==> config.mk <==
export PLATFORM = sky130hd
export DESIGN_NAME = frame_tx
export DESIGN_NICKNAME = d
export VERILOG_FILES = /design/src/rtl/frame_tx_pkg.sv /design/src/rtl/frame_tx_builder.sv /design/src/rtl/frame_tx_stepgen.sv /design/src/rtl/frame_tx_shifter.sv /design/src/rtl/frame_tx.sv
export SDC_FILE = /design/constraint.sdc
export NUM_CORES = 1
export LEC_CHECK = 0
export ABC_AREA = 0
export BUFFER_PORTS_ARGS = -buffer_cell sky130_fd_sc_hd__buf_2
export CAP_MARGIN = 5
export CORE_MARGIN = 2
export CORE_UTILIZATION = 40
export CTS_BUF_LIST = sky130_fd_sc_hd__clkbuf_4 sky130_fd_sc_hd__clkbuf_8
export DETAILED_ROUTE_END_ITERATION = 10
export GPL_TIMING_DRIVEN = 0
export PLACE_DENSITY = 0.56
export SYNTH_ARGS = -nofsm -noshare
export SYNTH_HDL_FRONTEND = slang
export SYNTH_HIERARCHICAL = 1
export SYNTH_SLANG_ARGS = --single-unit
==> constraint.sdc <==
create_clock -name clk -period 7.7 [get_ports clk]
set_input_delay 1.925 -clock clk [delete_from_list [all_inputs] [get_ports clk]]
set_output_delay 1.925 -clock clk [all_outputs]
set_load 0.01 [all_outputs]
==> src/rtl/frame_tx_pkg.sv <==
`timescale 1ns/1ps
package frame_tx_pkg;

   localparam int unsigned LEN_CODE_W = 3;

   // format captured with each character
   typedef struct packed {
      logic [LEN_CODE_W-1:0] len_code;
      logic [1:0]            par_sel;   // [1]=enable, [0]=odd
      logic                  two_stop;
   } frame_fmt_t;

   typedef enum logic [1:0] {
      STEP_ASYNC  = 2'd0,
      STEP_MASTER = 2'd1,
      STEP_SLAVE  = 2'd2
   } step_src_e;

endpackage

==> src/rtl/frame_tx_builder.sv <==
`timescale 1ns/1ps
module frame_tx_builder
   import frame_tx_pkg::*;
#(
   parameter int unsigned DATA_W   = 9,
   parameter int unsigned MIN_BITS = 5,
   parameter int unsigned FRAME_W  = DATA_W + 4,
   parameter int unsigned CNT_W    = $clog2(FRAME_W + 1)
) (
   input  logic [DATA_W-1:0]  data,
   input  frame_fmt_t         fmt,
   output logic [FRAME_W-1:0] frame,
   output logic [CNT_W-1:0]   nbits
);

   int   n_data;
   int   n_par;
   int   n_stop;
   logic pbit;

   always_comb begin
      n_data = int'(MIN_BITS) + int'(fmt.len_code);
      if (n_data > int'(DATA_W))
         n_data = int'(DATA_W);
      n_par  = fmt.par_sel[1] ? 1 : 0;
      n_stop = fmt.two_stop ? 2 : 1;

      // idle-high fill covers stop bits and unused positions
      frame    = '1;
      frame[0] = 1'b0;
      pbit     = fmt.par_sel[0];
      for (int i = 0; i < int'(DATA_W); i++) begin
         if (i < n_data) begin
            frame[i+1] = data[i];
            pbit       = pbit ^ data[i];
         end
      end
      for (int j = 1; j < int'(FRAME_W); j++) begin
         if (fmt.par_sel[1] && (j == n_data + 1))
            frame[j] = pbit;
      end
      nbits = CNT_W'(1 + n_data + n_par + n_stop);
   end

endmodule

==> src/rtl/frame_tx_stepgen.sv <==
`timescale 1ns/1ps
module frame_tx_stepgen
   import frame_tx_pkg::*;
#(
   parameter int unsigned SYNC_STAGES  = 2,
   parameter bit          ENABLE_SLAVE = 1'b1
) (
   input  logic clk,
   input  logic rst_n,
   input  logic busy,
   input  logic baud_tick,
   input  logic sclk_in,
   input  logic cfg_sync,
   input  logic cfg_master,
   input  logic cfg_pol,
   output logic step,
   output logic sclk_out,
   output logic sclk_oe
);

   step_src_e src;
   logic      ext_change;
   logic      mclk_q;

   always_comb begin
      if (!cfg_sync)      src = STEP_ASYNC;
      else if (cfg_master) src = STEP_MASTER;
      else                 src = STEP_SLAVE;
   end

   // master shift clock: rests at the sample level, toggles per tick
   always_ff @(posedge clk) begin
      if (!rst_n)
         mclk_q <= 1'b1;
      else if (!busy)
         mclk_q <= ~cfg_pol;
      else if (baud_tick)
         mclk_q <= ~mclk_q;
   end

   generate
      if (ENABLE_SLAVE) begin : g_slave
         logic [SYNC_STAGES-1:0] sync_q;
         logic                   prev_q;
         logic                   lvl;

         always_ff @(posedge clk) begin
            if (!rst_n) begin
               sync_q <= '0;
               prev_q <= 1'b0;
            end else begin
               sync_q <= {sync_q[SYNC_STAGES-2:0], sclk_in};
               prev_q <= sync_q[SYNC_STAGES-1];
            end
         end

         assign lvl        = sync_q[SYNC_STAGES-1];
         assign ext_change = cfg_pol ? (prev_q & ~lvl) : (lvl & ~prev_q);
      end else begin : g_no_slave
         assign ext_change = 1'b0;
      end
   endgenerate

   always_comb begin
      unique case (src)
         STEP_ASYNC:  step = busy & baud_tick;
         STEP_MASTER: step = busy & baud_tick & (mclk_q == cfg_pol);
         STEP_SLAVE:  step = busy & ext_change;
         default:     step = 1'b0;
      endcase
   end

   assign sclk_out = mclk_q;
   assign sclk_oe  = (src == STEP_MASTER);

endmodule

==> src/rtl/frame_tx_shifter.sv <==
`timescale 1ns/1ps
module frame_tx_shifter #(
   parameter int unsigned FRAME_W = 13,
   parameter int unsigned CNT_W   = $clog2(FRAME_W + 1)
) (
   input  logic               clk,
   input  logic               rst_n,
   input  logic               load,
   input  logic [FRAME_W-1:0] load_frame,
   input  logic [CNT_W-1:0]   load_nbits,
   input  logic               step,
   output logic               line,
   output logic               busy,
   output logic               last
);

   logic [FRAME_W-1:0] sh_q;
   logic [CNT_W-1:0]   left_q;

   always_ff @(posedge clk) begin
      if (!rst_n) begin
         sh_q   <= '1;
         left_q <= '0;
      end else if (load) begin
         sh_q   <= load_frame;
         left_q <= load_nbits;
      end else if (step) begin
         sh_q   <= {1'b1, sh_q[FRAME_W-1:1]};
         left_q <= left_q - 1'b1;
      end
   end

   assign busy = (left_q != '0);
   assign last = (left_q == CNT_W'(1));
   assign line = busy ? sh_q[0] : 1'b1;

endmodule

==> src/rtl/frame_tx.sv <==
`timescale 1ns/1ps
module frame_tx
   import frame_tx_pkg::*;
#(
   parameter int unsigned DATA_W       = 9,
   parameter int unsigned MIN_BITS     = 5,
   parameter int unsigned SYNC_STAGES  = 2,
   parameter bit          ENABLE_SLAVE = 1'b1
) (
   input  logic                  clk,
   input  logic                  rst_n,
   input  logic                  baud_tick,
   input  logic                  in_valid,
   output logic                  in_ready,
   input  logic [DATA_W-1:0]     in_data,
   input  logic [LEN_CODE_W-1:0] cfg_len,
   input  logic [1:0]            cfg_par,
   input  logic                  cfg_stop2,
   input  logic                  cfg_sync,
   input  logic                  cfg_master,
   input  logic                  cfg_pol,
   input  logic                  sclk_in,
   output logic                  sclk_out,
   output logic                  sclk_oe,
   output logic                  txd,
   output logic                  busy
);

   localparam int unsigned FRAME_W = DATA_W + 4;
   localparam int unsigned CNT_W   = $clog2(FRAME_W + 1);

   generate
      if (SYNC_STAGES < 2) begin : g_bad_sync
         $error("frame_tx: SYNC_STAGES must be at least 2");
      end
      if (MIN_BITS < 1 || MIN_BITS > DATA_W) begin : g_bad_len
         $error("frame_tx: MIN_BITS must lie in 1..DATA_W");
      end
   endgenerate

   frame_fmt_t         fmt;
   logic [FRAME_W-1:0] new_frame;
   logic [CNT_W-1:0]   new_nbits;
   logic               step;
   logic               last;
   logic               take;

   assign fmt = '{len_code: cfg_len, par_sel: cfg_par, two_stop: cfg_stop2};

   frame_tx_builder #(
      .DATA_W   (DATA_W),
      .MIN_BITS (MIN_BITS),
      .FRAME_W  (FRAME_W),
      .CNT_W    (CNT_W)
   ) u_build (
      .data  (in_data),
      .fmt   (fmt),
      .frame (new_frame),
      .nbits (new_nbits)
   );

   frame_tx_stepgen #(
      .SYNC_STAGES  (SYNC_STAGES),
      .ENABLE_SLAVE (ENABLE_SLAVE)
   ) u_step (
      .clk        (clk),
      .rst_n      (rst_n),
      .busy       (busy),
      .baud_tick  (baud_tick),
      .sclk_in    (sclk_in),
      .cfg_sync   (cfg_sync),
      .cfg_master (cfg_master),
      .cfg_pol    (cfg_pol),
      .step       (step),
      .sclk_out   (sclk_out),
      .sclk_oe    (sclk_oe)
   );

   assign in_ready = ~busy | (last & step);
   assign take     = in_valid & in_ready;

   frame_tx_shifter #(
      .FRAME_W (FRAME_W),
      .CNT_W   (CNT_W)
   ) u_shift (
      .clk        (clk),
      .rst_n      (rst_n),
      .load       (take),
      .load_frame (new_frame),
      .load_nbits (new_nbits),
      .step       (step),
      .line       (txd),
      .busy       (busy),
      .last       (last)
   );

endmodule

Word-level counts from Yosys, hierarchy flattened --
Index checks and enable logic that the tools add are counted.
Storage, ports and cells: register bits after elaboration 21, input port bits 23, output and inout port bits 5, logic and storage cells 118
Operators by class: $add $sub $neg 5, order comparisons 10, equal/unequal tests 17, multiplexer cells 44, bitwise operators 22, reductions and logical operators 15
Operators with widths (number):
- == test 5 x 32 -> 1 bit (first input constant) | 5
- == test 4 x 32 -> 1 bit (first input constant) | 4
- < comparator 4 x 32 -> 1 bit (first input constant) | 4
- == test 3 x 32 -> 1 bit (first input constant) | 2
- < comparator 3 x 32 -> 1 bit (first input constant) | 2
- 2-to-1 mux 1 bit | 35
- adder 32 x 2 -> 32 bit (second input constant) | 1
- == test 2 x 32 -> 1 bit (first input constant) | 1
- greater-than comparator 32 x 5 -> 1 bit (second input constant) | 1
- < comparator 1 x 32 -> 1 bit (first input constant) | 1
- < comparator 2 x 32 -> 1 bit (first input constant) | 1
- < comparator 5 x 32 -> 1 bit (first input constant) | 1
- 2-to-1 mux 32 bit | 1
- 2-to-1 mux 13 bit | 2
- logical AND 1 bit | 12
- XOR 1 bit | 9
- adder 4 bit | 2
- 2-to-1 mux 4 bit | 2
- AND 1 bit | 7
- 2-to-1 mux 2 bit | 3
- NOT 1 bit | 5
- adder 3 x 3 -> 4 bit (first input constant) | 1
- == test 4 x 1 -> 1 bit (second input constant) | 1
- nonzero test 4 bit | 1
- 9 further kinds | 9

Depth between registers and ports, before layout --
word-level depth 23, gate-level depth with buffers 16

By module --
Netlist, hierarchy kept.
Modules (own cells, without submodules):
- frame_tx_shifter | times used 1, cells each 85, area each 884.6 µm², sequential area each 340.3 µm²
- frame_tx_builder | times used 1, cells each 116, area each 792.0 µm², sequential area each 0.0 µm²
- frame_tx_stepgen | times used 1, cells each 19, area each 191.4 µm², sequential area each 80.1 µm²
- frame_tx | times used 1, cells each 3, area each 18.8 µm², sequential area each 0.0 µm²

Worst setup path after synthesis --
Ideal clock, no wire load.
path type input -> register, start point input port cfg_len[0], end point register u_shift.sh_q[10], library setup time 0.129 ns, data arrival time 4.599 ns, path slack 2.971 ns, cell stages on the path 16, buffers on the path 1, cells stage by stage ha_1 > inv_1 > and3_1 > o21bai_1 > nand2_1 > ha_1 > nand2b_1 > xnor2_1 > mux2i_1 > a22o_1 > xnor3_2 > xor2_1 > buf_6 > nand4_1 > mux2i_1 > nand2_1
Between the ends: word-level cells in the longest chain between the ends 23
RTL lines:
- start: declaration | line frame_tx.sv:16 | input logic [LEN_CODE_W-1:0] cfg_len,
- adder 3 x 3 -> 4 bit * | line frame_tx_builder.sv:22 | n_data = int'(MIN_BITS) + int'(fmt.len_code);
- greater-than comparator 32 x 5 -> 1 bit | line frame_tx_builder.sv:23 | if (n_data > int'(DATA_W))
- 2-to-1 mux 32 bit * | line frame_tx_builder.sv:23
- < comparator 1 x 32 -> 1 bit | line frame_tx_builder.sv:33 | if (i < n_data) begin
- 2-to-1 mux 1 bit | line frame_tx_builder.sv:33
- XOR 1 bit | line frame_tx_builder.sv:35 | pbit = pbit ^ data[i];
- 2-to-1 mux 1 bit | line frame_tx_builder.sv:33
- XOR 1 bit | line frame_tx_builder.sv:35
- [8 not listed]
- 2-to-1 mux 1 bit | line frame_tx_builder.sv:33
- XOR 1 bit | line frame_tx_builder.sv:35
- 2-to-1 mux 1 bit | line frame_tx_builder.sv:33
- XOR 1 bit | line frame_tx_builder.sv:35
- 2-to-1 mux 1 bit | line frame_tx_builder.sv:33
- 2-to-1 mux 1 bit * | line frame_tx_builder.sv:39 | if (fmt.par_sel[1] && (j == n_data + 1))
- via new_frame[10] | line frame_tx.sv:42 | logic [FRAME_W-1:0] new_frame;
- 2-to-1 mux 13 bit * | line frame_tx_shifter.sv:24 | end else if (load) begin
- end signal: assignment | line frame_tx_shifter.sv:25 | sh_q <= load_frame;
- end signal: assignment | line frame_tx_shifter.sv:28 | sh_q <= {1'b1, sh_q[FRAME_W-1:1]};
- end: declaration | line frame_tx_shifter.sv:17 | logic [FRAME_W-1:0] sh_q;
The timed path passes the listed nets; every way through them passes the cells marked *. A chain may end at the register's enable or synchronous reset.

Final worst setup path --
Ends and elaborated chain as after synthesis.

==> results.cfg <==
[status]
outcome = completed

[hold_path]
min_path_cells = 1
hold_wc_path_type = flop to flop
min_delay_worst_endpoint = u_step/g_slave.sync_q[1]
hold_start = u_step/g_slave.sync_q[0]

[worst_setup_path]
setup.worst_path.start_class = primary input
r2r.worst_path.cells = 11
timing.critical_path.cells = buf_2 -> ha_1 -> inv_1 -> and3_1 -> o21bai_1 -> nand2_1 -> ha_1 -> nand2b_1 -> xnor2_1 -> mux2i_1 -> a22o_1 -> xnor3_2 -> xor2_1 -> buf_6 -> nand4_1 -> mux2i_1 -> nand2_1
critPathKind = primary input to flop
critical_path.reg2reg.endpoint = u_shift/sh_q[7]
crit_arrival_ns = 5.14
worstPathMaxFanout = 10
critical_path.max_stage_delay_ns = 0.41
cell_family_with_most_cp_delay = XOR/XNOR gates
slowest_stage = sky130_fd_sc_hd__xnor3_2
cp_num_buf_inv = 3
worstReg2RegStart = u_shift/left_q[0]
crit_path_end_kind = flop
critical_path_required_ns = 7.83
setup.reg_to_reg.worst_slack_ns = 5.18

[placed_design]
port_buffers = 27
dp_worst_setup_slack_ns = 2.48
dpl_cell_area_sq_um = 2090
gpl.final_weighted_congestion = 0.808
post-dp-hpwl_microns = 3190
placedCellCount = 302

[finish]
register_area_sq_um = 420
design.final.nets = 289
multiInputGateArea_sq_um = 1330
number_of_inserted_filler_cells_in_the_final_layout = 456
antenna_cells = 0
cell_area_after_layout_sq_um = 2130
drive_gt1_share_pct = 26.0
final_cell_count_without_fillers = 306
layout-area-overhead-vs-synth_pct = 13.1

[timing]
postLayoutSetupSlackWorst_ns = 2.69
worst_slew_slack_as_a_fraction_of_its_limit_pct = 60.4
fin_crit_sh_pct = 65.1
tightestPinTransition_ns = 0.588
setup_viol_count_final = 0
max_freq_mhz = 200
timing_hold_violations_final = 0
fin_skew_ns = 0.00481
finalSetupTns_ns = 0
rsz0062_at_grt = no
report.final.slew_viol_count = 0
timing.final.crit_period_ns = 5.01

[cts]
cts_setup_buffers = 0
cts_tree = yes
htree_num_levels = 1
root_buffer_cell = sky130_fd_sc_hd__clkbuf_8
cts-resized-gates = 0
cts_sink_cnt = 21
clock_latency_ns = 0.26
tritoncts.num_buffers = 3
hold_buffers = 0
clock_path_buffers = 2
clock_transition_at_the_registers_of_the_reported_paths_ns = 0.08

[synth]
synth_seq_cells = 21
synthesis.instances = 223
synth.yosys.seq_area_share_pct = 22.3
synthesis.area_sq_um = 1890
average_instance_area_after_synthesis_sq_um = 8.46
synth-warning-count = 6
synth_flop_cell = sky130_fd_sc_hd__dfxtp_1
synthArstFlopShare_pct = 0
syn_nets = 257
synth-edff-count = 0
netlist_cell_types = 54

[drt]
ant_nets = 0
route.final.wire_length_microns = 4030
detail_route.drc_violations = 0
dr.first_iter.drc_count = 55
viasPerCell = 5.20
drt-pass1-iter-count = 4
routed_wire_length_per_instance_microns = 13.2
vias = 1590

[pwr]
finalPower_mw = 0.527
power.static_leakage_nw = 0.949
peak_vdd_ir_mv = 0.114
power_dens_cells_nw_per_um2 = 247

[floorplanning]
die_w_microns = 72.7
row_count = 24
die-area_sq_um = 5280
start_util_pct = 42.5
chipHeight_microns = 72.7
num_io_pins = 28
coreArea_sq_um = 4440

[global_routing]
grt_start_max_net_pins = 13
overflow = 0
grt_antenna_before_repair = 0
grt_pass1_wl_microns = 6900
grt_use_total_pct = 16.5
grt_pass1_vias = 1495

[run]
cap_viol_max_count = 0
-- flip-flops by register name (all words and copies together), names as in the netlist --
name                   cells
u_shift/sh_q              13
u_shift/left_q             4
u_step/g_slave.sync_q      2
u_step/g_slave.prev_q      1
u_step/sclk_out            1
-- per-stage QoR --
stage | hold slack, ns | utilization, %
6_report | 0.438 | 48.0
5_1_grt | 0.459 | 48.0
4_1_cts | 0.443 | 48.0
3_5_place_dp | 0.423 | 47.0
3_3_place_gp | 0.414 | 47.0
2_1_floorplan | 0.412 | -
-- worst max-delay path by stage --
stage,from,depth (start not counted),slack (ns),to
6_report,cfg_len[0],17,2.69,u_shift/sh_q[10]
5_1_grt,cfg_len[0],17,2.44,u_shift/sh_q[4]
4_1_cts,cfg_len[0],17,2.75,u_shift/sh_q[10]
3_5_place_dp,cfg_len[0],17,2.48,u_shift/sh_q[10]
3_3_place_gp,cfg_len[0],17,2.45,u_shift/sh_q[4]
2_1_floorplan,cfg_len[0],16,2.97,u_shift/sh_q[10]
-- final cells by class --
class                      count  share of cell area [%]
buffer                        10                    4.05
clock buffer                   3                    1.94
timing repair buffer          27                    6.33
multi-input combinational    179                    62.4
inverter                      13                    2.29
sequential                    21                    19.7
tap                           52                    3.05
clock inverter                 1                   0.235
-- report_power, final --
group	switching [mW]	total (mW)	internal, mW	leakage, nW
logic	0.156	0.303	0.147	0.751
registers	0.0189	0.152	0.133	0.172
clock network	0.0355	0.0715	0.0360	0.0255
total	0.210	0.527	0.316	0.949
-- cells in the mapped netlist (all sizes together) (2+ instances only) --
master | instances | share of area (%)
inv | 13 | 2.6
a21oi | 12 | 4.0
nor3b | 2 | 0.80
mux2i | 13 | 6.9
nor3 | 6 | 1.6
fa | 2 | 2.1
clkbuf | 2 | 0.40
xnor2 | 8 | 3.7
nand3b | 3 | 1.2
o31ai | 2 | 1.5
mux2 | 14 | 9.5
a31oi | 3 | 1.7
buf | 8 | 4.2
nor2b | 3 | 0.99
o21ai | 13 | 3.6
nand4 | 3 | 0.99
a21o | 2 | 0.80
nand2 | 32 | 6.5
nor2 | 17 | 3.4
xor2 | 4 | 1.9
and3 | 3 | 0.99
dfxtp | 21 | 22
and2 | 6 | 2.0
ha | 9 | 6.0
o211ai | 2 | 0.80
a21boi | 2 | 0.99
nand2b | 3 | 0.99
-- routing by layer --
metal / track usage [%] / wire, microns / vias to the layer above
met1: 22.8 / 2060 / 724
met5: 0 / 0 / -
met4: 3.70 / 15 / 0
met3: 2.49 / 113 / 2
met2: 27.3 / 1840 / 30
li1: - / - / 834
-- cells by family (layout without fill, tap and decap cells) --
kind of cell	Yosys count	after routing	synth area share (%)
simple gates	81	81	21.3
compound gates	46	46	17.7
mux	27	27	16.4
buf+inv	23	54	7.16
flops	21	21	22.3
xor+xnor	13	13	6.83
fa+ha+maj	11	11	8.09
other cells	1	1	0.199
-- layout by cell type (no fill, tap or decap), types with 6 or more instances in the layout --
cell type	instances
sky130_fd_sc_hd__nand2_1	31
sky130_fd_sc_hd__buf_2	29
sky130_fd_sc_hd__dfxtp_1	21
sky130_fd_sc_hd__nor2_1	17
sky130_fd_sc_hd__mux2i_1	13
sky130_fd_sc_hd__inv_1	12
sky130_fd_sc_hd__o21ai_0	10
sky130_fd_sc_hd__ha_1	9
sky130_fd_sc_hd__a21oi_1	8
sky130_fd_sc_hd__xnor2_1	8
sky130_fd_sc_hd__mux2_2	8
sky130_fd_sc_hd__nor3_1	6
sky130_fd_sc_hd__and2_1	6
sky130_fd_sc_hd__mux2_4	6
(Power assumes the default switching activity.)
